**config.mk**
```make
export PLATFORM = sky130hd
export DESIGN_NAME = mcopy_cmdgen
export DESIGN_NICKNAME = d
export VERILOG_FILES = /design/src/rtl/mcg_pkg.sv /design/src/rtl/mcg_start_offset.sv /design/src/rtl/mcg_chunk_size.sv /design/src/rtl/mcg_word_sel.sv /design/src/rtl/mcopy_cmdgen.sv
export SDC_FILE = /design/constraint.sdc
export NUM_CORES = 2
export LEC_CHECK = 0
export CAP_MARGIN = 20
export CORE_ASPECT_RATIO = 0.8
export CORE_MARGIN = 2
export CORE_UTILIZATION = 45
export CTS_CLUSTER_SIZE = 30
export DETAILED_ROUTE_END_ITERATION = 6
export DONT_BUFFER_PORTS = 1
export GPL_TIMING_DRIVEN = 0
export SYNTH_ARGS = -nofsm -noshare
export SYNTH_HDL_FRONTEND = slang
export SYNTH_HIERARCHICAL = 1
export SYNTH_SLANG_ARGS = --single-unit
```
**constraint.sdc**
```tcl
create_clock -name clk -period 8.65 [get_ports clk]
set_input_delay 1.73 -clock clk [delete_from_list [all_inputs] [get_ports clk]]
set_output_delay 1.73 -clock clk [all_outputs]
set_load 0.03 [all_outputs]
```
**src/rtl/mcg_pkg.sv**
```systemverilog
package mcg_pkg;
    typedef enum logic [1:0] {ST_IDLE, ST_HDR, ST_CHUNK, ST_FIN} seq_state_e;

    localparam int MW = 4;
    localparam logic [MW-1:0] M_SRC_DOM   = 4'h1;
    localparam logic [MW-1:0] M_DST_DOM   = 4'h2;
    localparam logic [MW-1:0] M_SRC_OFS   = 4'h3;
    localparam logic [MW-1:0] M_DST_OFS   = 4'h4;
    localparam logic [MW-1:0] M_SRC_PITCH = 4'h5;
    localparam logic [MW-1:0] M_DST_PITCH = 4'h6;
    localparam logic [MW-1:0] M_LINE_LEN  = 4'h7;
    localparam logic [MW-1:0] M_LINE_CNT  = 4'h8;
    localparam logic [MW-1:0] M_FORMAT    = 4'h9;
    localparam logic [MW-1:0] M_LAUNCH    = 4'hA;
    localparam logic [MW-1:0] M_NOP       = 4'hB;
    localparam logic [MW-1:0] M_FLUSH     = 4'hC;

    localparam logic [31:0] FMT_STEP_ONE = 32'h0000_0101;
    localparam int IDX_W       = 4;
    localparam int HDR_WORDS   = 2;
    localparam int CHUNK_WORDS = 10;
endpackage

```
**src/rtl/mcg_start_offset.sv**
```systemverilog
module mcg_start_offset #(
    parameter int AW = 32,
    parameter int PW = 16,
    parameter int CW = 16,
    parameter int BW = 3
) (
    input  logic [AW-1:0] base,
    input  logic [PW-1:0] pitch,
    input  logic [CW-1:0] col,
    input  logic [CW-1:0] row,
    input  logic [BW-1:0] bpp,
    output logic [AW-1:0] ofs
);
    logic [AW-1:0] row_term;
    logic [AW-1:0] col_term;

    always_comb begin
        row_term = AW'(row) * AW'(pitch);
        col_term = AW'(col) * AW'(bpp);
        ofs      = base + row_term + col_term;
    end
endmodule

```
**src/rtl/mcg_chunk_size.sv**
```systemverilog
module mcg_chunk_size #(
    parameter int RW        = 32,
    parameter int MAX_LINES = 2047
) (
    input  logic [RW-1:0] remain,
    output logic [RW-1:0] lines,
    output logic          last_chunk
);
    localparam logic [RW-1:0] CAP = RW'(MAX_LINES);

    always_comb begin
        last_chunk = (remain <= CAP);
        lines      = last_chunk ? remain : CAP;
    end
endmodule

```
**src/rtl/mcg_word_sel.sv**
```systemverilog
module mcg_word_sel
    import mcg_pkg::*;
#(
    parameter int AW = 32,
    parameter int DW = 32
) (
    input  seq_state_e        st,
    input  logic [IDX_W-1:0]  idx,
    input  logic              src_dom,
    input  logic              dst_dom,
    input  logic [AW-1:0]     src_ofs,
    input  logic [AW-1:0]     dst_ofs,
    input  logic [DW-1:0]     src_pitch,
    input  logic [DW-1:0]     dst_pitch,
    input  logic [DW-1:0]     line_len,
    input  logic [AW-1:0]     lines,
    output logic [MW-1:0]     method,
    output logic [DW-1:0]     data
);
    always_comb begin
        method = '0;
        data   = '0;
        if (st == ST_HDR) begin
            if (idx == '0) begin
                method = M_SRC_DOM;
                data   = DW'(src_dom);
            end else begin
                method = M_DST_DOM;
                data   = DW'(dst_dom);
            end
        end else if (st == ST_CHUNK) begin
            case (idx)
                4'd0: begin method = M_SRC_OFS;   data = DW'(src_ofs); end
                4'd1: begin method = M_DST_OFS;   data = DW'(dst_ofs); end
                4'd2: begin method = M_SRC_PITCH; data = src_pitch;    end
                4'd3: begin method = M_DST_PITCH; data = dst_pitch;    end
                4'd4: begin method = M_LINE_LEN;  data = line_len;     end
                4'd5: begin method = M_LINE_CNT;  data = DW'(lines);   end
                4'd6: begin method = M_FORMAT;    data = DW'(FMT_STEP_ONE); end
                4'd7: begin method = M_LAUNCH;    data = '0;           end
                4'd8: begin method = M_NOP;       data = '0;           end
                default: begin method = M_FLUSH;  data = '0;           end
            endcase
        end
    end
endmodule

```
**src/rtl/mcopy_cmdgen.sv**
```systemverilog
module mcopy_cmdgen
    import mcg_pkg::*;
#(
    parameter int AW        = 32,
    parameter int DW        = 32,
    parameter int PW        = 16,
    parameter int CW        = 16,
    parameter int LW        = 16,
    parameter int BW        = 3,
    parameter int MAX_LINES = 2047,
    parameter int PAGE_LG   = 12
) (
    input  logic          clk,
    input  logic          rst_n,
    input  logic          req_valid,
    output logic          req_ready,
    input  logic          req_buf_mode,
    input  logic          req_src_dom,
    input  logic          req_dst_dom,
    input  logic [AW-1:0] req_src_base,
    input  logic [AW-1:0] req_dst_base,
    input  logic [PW-1:0] req_src_pitch,
    input  logic [PW-1:0] req_dst_pitch,
    input  logic [CW-1:0] req_src_x,
    input  logic [CW-1:0] req_src_y,
    input  logic [CW-1:0] req_dst_x,
    input  logic [CW-1:0] req_dst_y,
    input  logic [CW-1:0] req_width,
    input  logic [LW-1:0] req_height,
    input  logic [BW-1:0] req_bpp,
    input  logic [AW-1:0] req_size,
    output logic          cmd_valid,
    input  logic          cmd_ready,
    output logic [3:0]    cmd_method,
    output logic [DW-1:0] cmd_data,
    output logic          done
);
    localparam int RW         = AW;
    localparam int PAGE_BYTES = 1 << PAGE_LG;
    localparam logic [IDX_W-1:0] HDR_LAST   = IDX_W'(HDR_WORDS - 1);
    localparam logic [IDX_W-1:0] CHUNK_LAST = IDX_W'(CHUNK_WORDS - 1);

    typedef struct packed {
        seq_state_e         st;
        logic [IDX_W-1:0]   idx;
        logic               src_dom;
        logic               dst_dom;
        logic [AW-1:0]      src_ofs;
        logic [AW-1:0]      dst_ofs;
        logic [DW-1:0]      src_pitch;
        logic [DW-1:0]      dst_pitch;
        logic [DW-1:0]      line_len;
        logic [RW-1:0]      remain;
        logic [PAGE_LG-1:0] tail;
    } seq_t;

    seq_t q, d;

    // start offsets for both sides, same structure twice
    logic [AW-1:0] side_base  [2];
    logic [PW-1:0] side_pitch [2];
    logic [CW-1:0] side_col   [2];
    logic [CW-1:0] side_row   [2];
    logic [AW-1:0] side_start [2];

    assign side_base[0]  = req_src_base;
    assign side_base[1]  = req_dst_base;
    assign side_pitch[0] = req_src_pitch;
    assign side_pitch[1] = req_dst_pitch;
    assign side_col[0]   = req_src_x;
    assign side_col[1]   = req_dst_x;
    assign side_row[0]   = req_src_y;
    assign side_row[1]   = req_dst_y;

    for (genvar s = 0; s < 2; s++) begin : g_side
        mcg_start_offset #(.AW(AW), .PW(PW), .CW(CW), .BW(BW)) u_start (
            .base  (side_base[s]),
            .pitch (side_pitch[s]),
            .col   (side_col[s]),
            .row   (side_row[s]),
            .bpp   (req_bpp),
            .ofs   (side_start[s])
        );
    end

    logic [RW-1:0] chunk_lines;
    logic          chunk_final;

    mcg_chunk_size #(.RW(RW), .MAX_LINES(MAX_LINES)) u_size (
        .remain     (q.remain),
        .lines      (chunk_lines),
        .last_chunk (chunk_final)
    );

    mcg_word_sel #(.AW(AW), .DW(DW)) u_sel (
        .st        (q.st),
        .idx       (q.idx),
        .src_dom   (q.src_dom),
        .dst_dom   (q.dst_dom),
        .src_ofs   (q.src_ofs),
        .dst_ofs   (q.dst_ofs),
        .src_pitch (q.src_pitch),
        .dst_pitch (q.dst_pitch),
        .line_len  (q.line_len),
        .lines     (chunk_lines),
        .method    (cmd_method),
        .data      (cmd_data)
    );

    assign cmd_valid = (q.st == ST_HDR) || (q.st == ST_CHUNK);
    assign req_ready = (q.st == ST_IDLE);
    assign done      = (q.st == ST_FIN);

    logic          fire;
    logic          seek;
    logic [RW-1:0] seek_rem;
    logic [RW-1:0] rem_after;

    always_comb begin
        d         = q;
        fire      = cmd_valid && cmd_ready;
        seek      = 1'b0;
        seek_rem  = q.remain;
        rem_after = chunk_final ? '0 : (q.remain - chunk_lines);
        case (q.st)
            ST_IDLE: begin
                if (req_valid) begin
                    d.st      = ST_HDR;
                    d.idx     = '0;
                    d.src_dom = req_src_dom;
                    d.dst_dom = req_dst_dom;
                    if (req_buf_mode) begin
                        d.src_ofs   = req_src_base;
                        d.dst_ofs   = req_dst_base;
                        d.src_pitch = DW'(PAGE_BYTES);
                        d.dst_pitch = DW'(PAGE_BYTES);
                        d.line_len  = DW'(PAGE_BYTES);
                        d.remain    = RW'(req_size >> PAGE_LG);
                        d.tail      = req_size[PAGE_LG-1:0];
                    end else begin
                        d.src_ofs   = side_start[0];
                        d.dst_ofs   = side_start[1];
                        d.src_pitch = DW'(req_src_pitch);
                        d.dst_pitch = DW'(req_dst_pitch);
                        d.line_len  = DW'(req_width) * DW'(req_bpp);
                        d.remain    = RW'(req_height);
                        d.tail      = '0;
                    end
                end
            end
            ST_HDR: begin
                if (fire) begin
                    if (q.idx == HDR_LAST) begin
                        seek     = 1'b1;
                        seek_rem = q.remain;
                    end else begin
                        d.idx = q.idx + 1'b1;
                    end
                end
            end
            ST_CHUNK: begin
                if (fire) begin
                    if (q.idx == CHUNK_LAST) begin
                        d.src_ofs = q.src_ofs + AW'(AW'(q.src_pitch) * chunk_lines);
                        d.dst_ofs = q.dst_ofs + AW'(AW'(q.dst_pitch) * chunk_lines);
                        d.remain  = rem_after;
                        seek      = 1'b1;
                        seek_rem  = rem_after;
                    end else begin
                        d.idx = q.idx + 1'b1;
                    end
                end
            end
            default: begin
                d.st = ST_IDLE;
            end
        endcase

        if (seek) begin
            d.idx = '0;
            if (seek_rem != '0) begin
                d.st = ST_CHUNK;
            end else if (q.tail != '0) begin
                d.st        = ST_CHUNK;
                d.src_pitch = DW'(q.tail);
                d.dst_pitch = DW'(q.tail);
                d.line_len  = DW'(q.tail);
                d.remain    = RW'(1);
                d.tail      = '0;
            end else begin
                d.st = ST_FIN;
            end
        end
    end

    always_ff @(posedge clk or negedge rst_n) begin
        if (!rst_n) q <= '0;
        else        q <= d;
    end

    // a stalled word is held unchanged
    a_r10_hold_word: assert property (@(posedge clk) disable iff (!rst_n)
        cmd_valid && !cmd_ready |=> cmd_valid && $stable(cmd_method) && $stable(cmd_data));

    // completion is a single-cycle pulse followed by idle
    a_r11_done_pulse: assert property (@(posedge clk) disable iff (!rst_n)
        done |=> !done && req_ready && !cmd_valid);

    // an accepted request opens with the source-domain header word
    a_r2_header_first: assert property (@(posedge clk) disable iff (!rst_n)
        req_valid && req_ready |=> cmd_valid && cmd_method == M_SRC_DOM);

    // line count word within 1..MAX_LINES
    a_r5_line_cap: assert property (@(posedge clk) disable iff (!rst_n)
        cmd_valid && cmd_method == M_LINE_CNT |-> cmd_data != '0 && cmd_data <= DW'(MAX_LINES));

    // the closing pair carries zero data
    a_r4_flush_zero: assert property (@(posedge clk) disable iff (!rst_n)
        cmd_valid && (cmd_method == M_NOP || cmd_method == M_FLUSH) |-> cmd_data == '0);

    // no word is presented while idle
    a_r11_idle_quiet: assert property (@(posedge clk) disable iff (!rst_n)
        req_ready |-> !cmd_valid && !done);
endmodule

```
==> flow_summary.yaml <==
outcome:
  outcome: "complete, but fails checks"
  violations: "negative setup slack"
clocking:
  clock-sinks: 212
  cts.path.max_buffers: 3
  post_cts_hold_buffer_count: 0
  htreeDepth: 1
  cts_buffers: 28
  clk-insertion-delay-late_ps: 590
  cts_tree: "yes"
  cts-root-buf: "clkbuf_16"
  clk_pin_slew_ps: 70
synth:
  synth_top_area_share_pct: 40.0
  synth_seq_area_share_pct: 7.40
  yosysTopAreaCell: "fa_1"
  synthArstFlopShare_pct: 100
  syn-cell-area_um2: 71600
  synthFlopType: "dfrtp_1"
  ys_top_cells_by_area: "fa_1 40%, inv_1 9.5%, ha_1 9.3%"
  ys.warnings.count: 6
  syn_inst: 8196
  ys_seq_elements: 212
  avgSynthCellArea_um2: 8.74
  ys_types: 101
  synth-edff-count: 0
critical_path:
  cp_top_family: "adder cells"
  cp_slowest_cell: "fa_2"
  path_common_cell: "inv_2"
  max_stage_delay_ps: 610
  worst_setup_path_end_kind: "flop"
  critPathMaxFanout: 5
  arrival_ps: 9320
  worstPathBufferInverterCount: 9
  start_kind: "flop"
  cp.required_ps: 9110
  crit_type: "flop to flop"
timing:
  holdWs_ps: 493
  period_share_pct: 102
  rsz0062_at_grt: "true"
  final.setup_skew_ps: 37.8
  post-route-worst-setup-slack_ps: -206
  min_period_ps: 8860
  hold_viol: 0
  drv_slew: 0
  slew_headroom_pct: 12.4
  worst_pin_slew_ps: 1310
  max_freq_ghz: 0.113
  setup_violations: 11
layout:
  fill_cells: 15100
  syn_to_final_growth_pct: 8.54
  fin_nets: 10500
  largest_reg_flops: 212
  layout_common_cells: "1793 x inv_1, 1413 x fa_1, 956 x and2_1"
  regMostFlops: "q"
  reg.largest.list: "q (212)"
  drive_above_1_share_pct: 6.70
  final_common_cell: "inv_1"
floorplan:
  io_pins: 273
  core-area_um2: 158000
  die-area_um2: 162000
  rows: 130
  die_w_um: 450
  start_util_pct: 45.5
  die_h_um: 361
place:
  dp_hpwl_mm: 245
  place.gp.congestion: 1.02
  port_buffers: 0
drt:
  drc_errors: 0
  num_vias: 58400
  finalWirelength_mm: 289
  wl_per_cell_um: 27.6
  drtIter0Drc: 6305
  drt_first_pass_iters: 6
  ant_nets: 0
  routed_via_density: 5.57
global_route:
  grt-ovfl-total: 0
  track_usage_pct: 35.4
  grt_antenna_before_repair: 28
  grt_pass1_wl_mm: 418
  grt_max_degree: 213
  first_global_vias: 59600
hold_path:
  hold_class: "flop to flop"
flow_run:
  maxCapViolCount: 0
==> cells by family (layout without fill, tap and decap cells) <==
| group | after synthesis | in the layout | share of synthesized area, % |
|---|---|---|---|
| AO/OA/AOI/OAI | 838 | 838 | 7.53 |
| XOR/XNOR | 269 | 269 | 3.29 |
| adder cells (fa/ha/maj) | 1965 | 1965 | 49.3 |
| buffers and inverters | 2266 | 2398 | 12.3 |
| flip-flops | 212 | 212 | 7.40 |
| multiplexers | 160 | 160 | 2.37 |
| other | 1 | 29 | 0.00523 |
| AND/OR/NAND/NOR | 2485 | 2486 | 17.8 |
==> stage by stage <==
stage	utilization, %	TNS [ps]	area (um2)	cells	setup slack, ps
2_1_floorplan	-	0	71700	8216	390
3_3_place_gp	47.2	-28430	74400	10300	-2110
3_5_place_dp	47.3	-25180	74600	10300	-1760
4_1_cts	48.7	-883	76800	10400	-166
5_1_grt	49.3	-3100	77700	10500	-327
6_report	49.3	-1090	77800	10500	-206
==> routing by layer <==
metal  vias to the layer above  global-route usage (%)  routed length (um)
met2                      3124                    49.9              116000
met4                        22                    11.8               12300
li1                      25000                       -                   -
met3                       508                    12.0               37200
met1                     29700                    50.7              123000
met5                         -                       0                 149
==> synthesized netlist by cell type (7+ instances only) <==
| cell | n |
|---|---|
| nor2_1 | 207 |
| nor4_1 | 15 |
| o22ai_1 | 7 |
| o21ai_0 | 147 |
| nand2b_1 | 14 |
| xnor2_1 | 202 |
| nor3b_1 | 85 |
| or4_1 | 7 |
| nor2b_1 | 19 |
| buf_4 | 28 |
| a22oi_1 | 60 |
| or2_2 | 8 |
| nand3_1 | 68 |
| a211oi_1 | 44 |
| a31oi_1 | 21 |
| a22o_1 | 8 |
| xor2_1 | 67 |
| a21oi_1 | 303 |
| mux2_2 | 62 |
| buf_1 | 10 |
| buf_2 | 22 |
| dfrtp_1 | 212 |
| nand2_1 | 940 |
| o211ai_1 | 14 |
| o21a_1 | 16 |
| mux2i_1 | 93 |
| buf_6 | 18 |
| and2_1 | 962 |
| fa_1 | 1432 |
| nor3_1 | 57 |
| nand3_2 | 10 |
| a21o_1 | 67 |
| nand4_1 | 26 |
| and3_1 | 23 |
| or3_1 | 14 |
| clkbuf_1 | 363 |
| ha_1 | 533 |
| a222oi_1 | 10 |
| inv_1 | 1821 |
| o21bai_1 | 24 |
| a221oi_1 | 15 |
==> layout make-up <==
type                            count  area (um2)  area share [%]
Antenna cell                        8        20.0          0.0257
Tap cell                         2112        2640            3.40
Clock inverter                     19         235           0.303
Buffer                            437        2460            3.17
Sequential cell                   212        5310            6.83
Clock buffer                       32         747           0.961
Inverter                         1821        6840            8.79
Multi-Input combinational cell   5739       58600            75.3
Timing Repair Buffer               89         930            1.20
==> final timing paths <==
path                       startpoint     end  slack [ps]  cells past startpoint
max in group asynchronous       rst_n  q[204]        7220                      0
max                             q[41]  q[203]        -210                     32
min                            q[205]  q[205]         490                      2
max reg2reg                     q[41]  q[203]        -210                     32
min in group asynchronous       rst_n    q[9]         890                      0
min reg2reg                    q[205]  q[205]         490                      2
==> what timing repair did <==
action,CTS,global route
setup buffers,38,31
gates cloned,2,2
gates resized for setup,240,168
pin swaps,49,80
setup endpoints to repair,30,28
endpoints found under the hold margin,0,0
==> worst register-to-register path, delay by kind of cell (launching register included) <==
kind	cells	cell delay, ps
AND/OR/NAND/NOR	9	2020
adder cells (fa/ha/maj)	9	4330
AO/OA/AOI/OAI	4	730
flip-flops	1	410
multiplexers	1	350
buffers and inverters	9	900
Power is not shown: default switching activity piles up to over one toggle a cycle in this logic, so the estimate is an artifact.
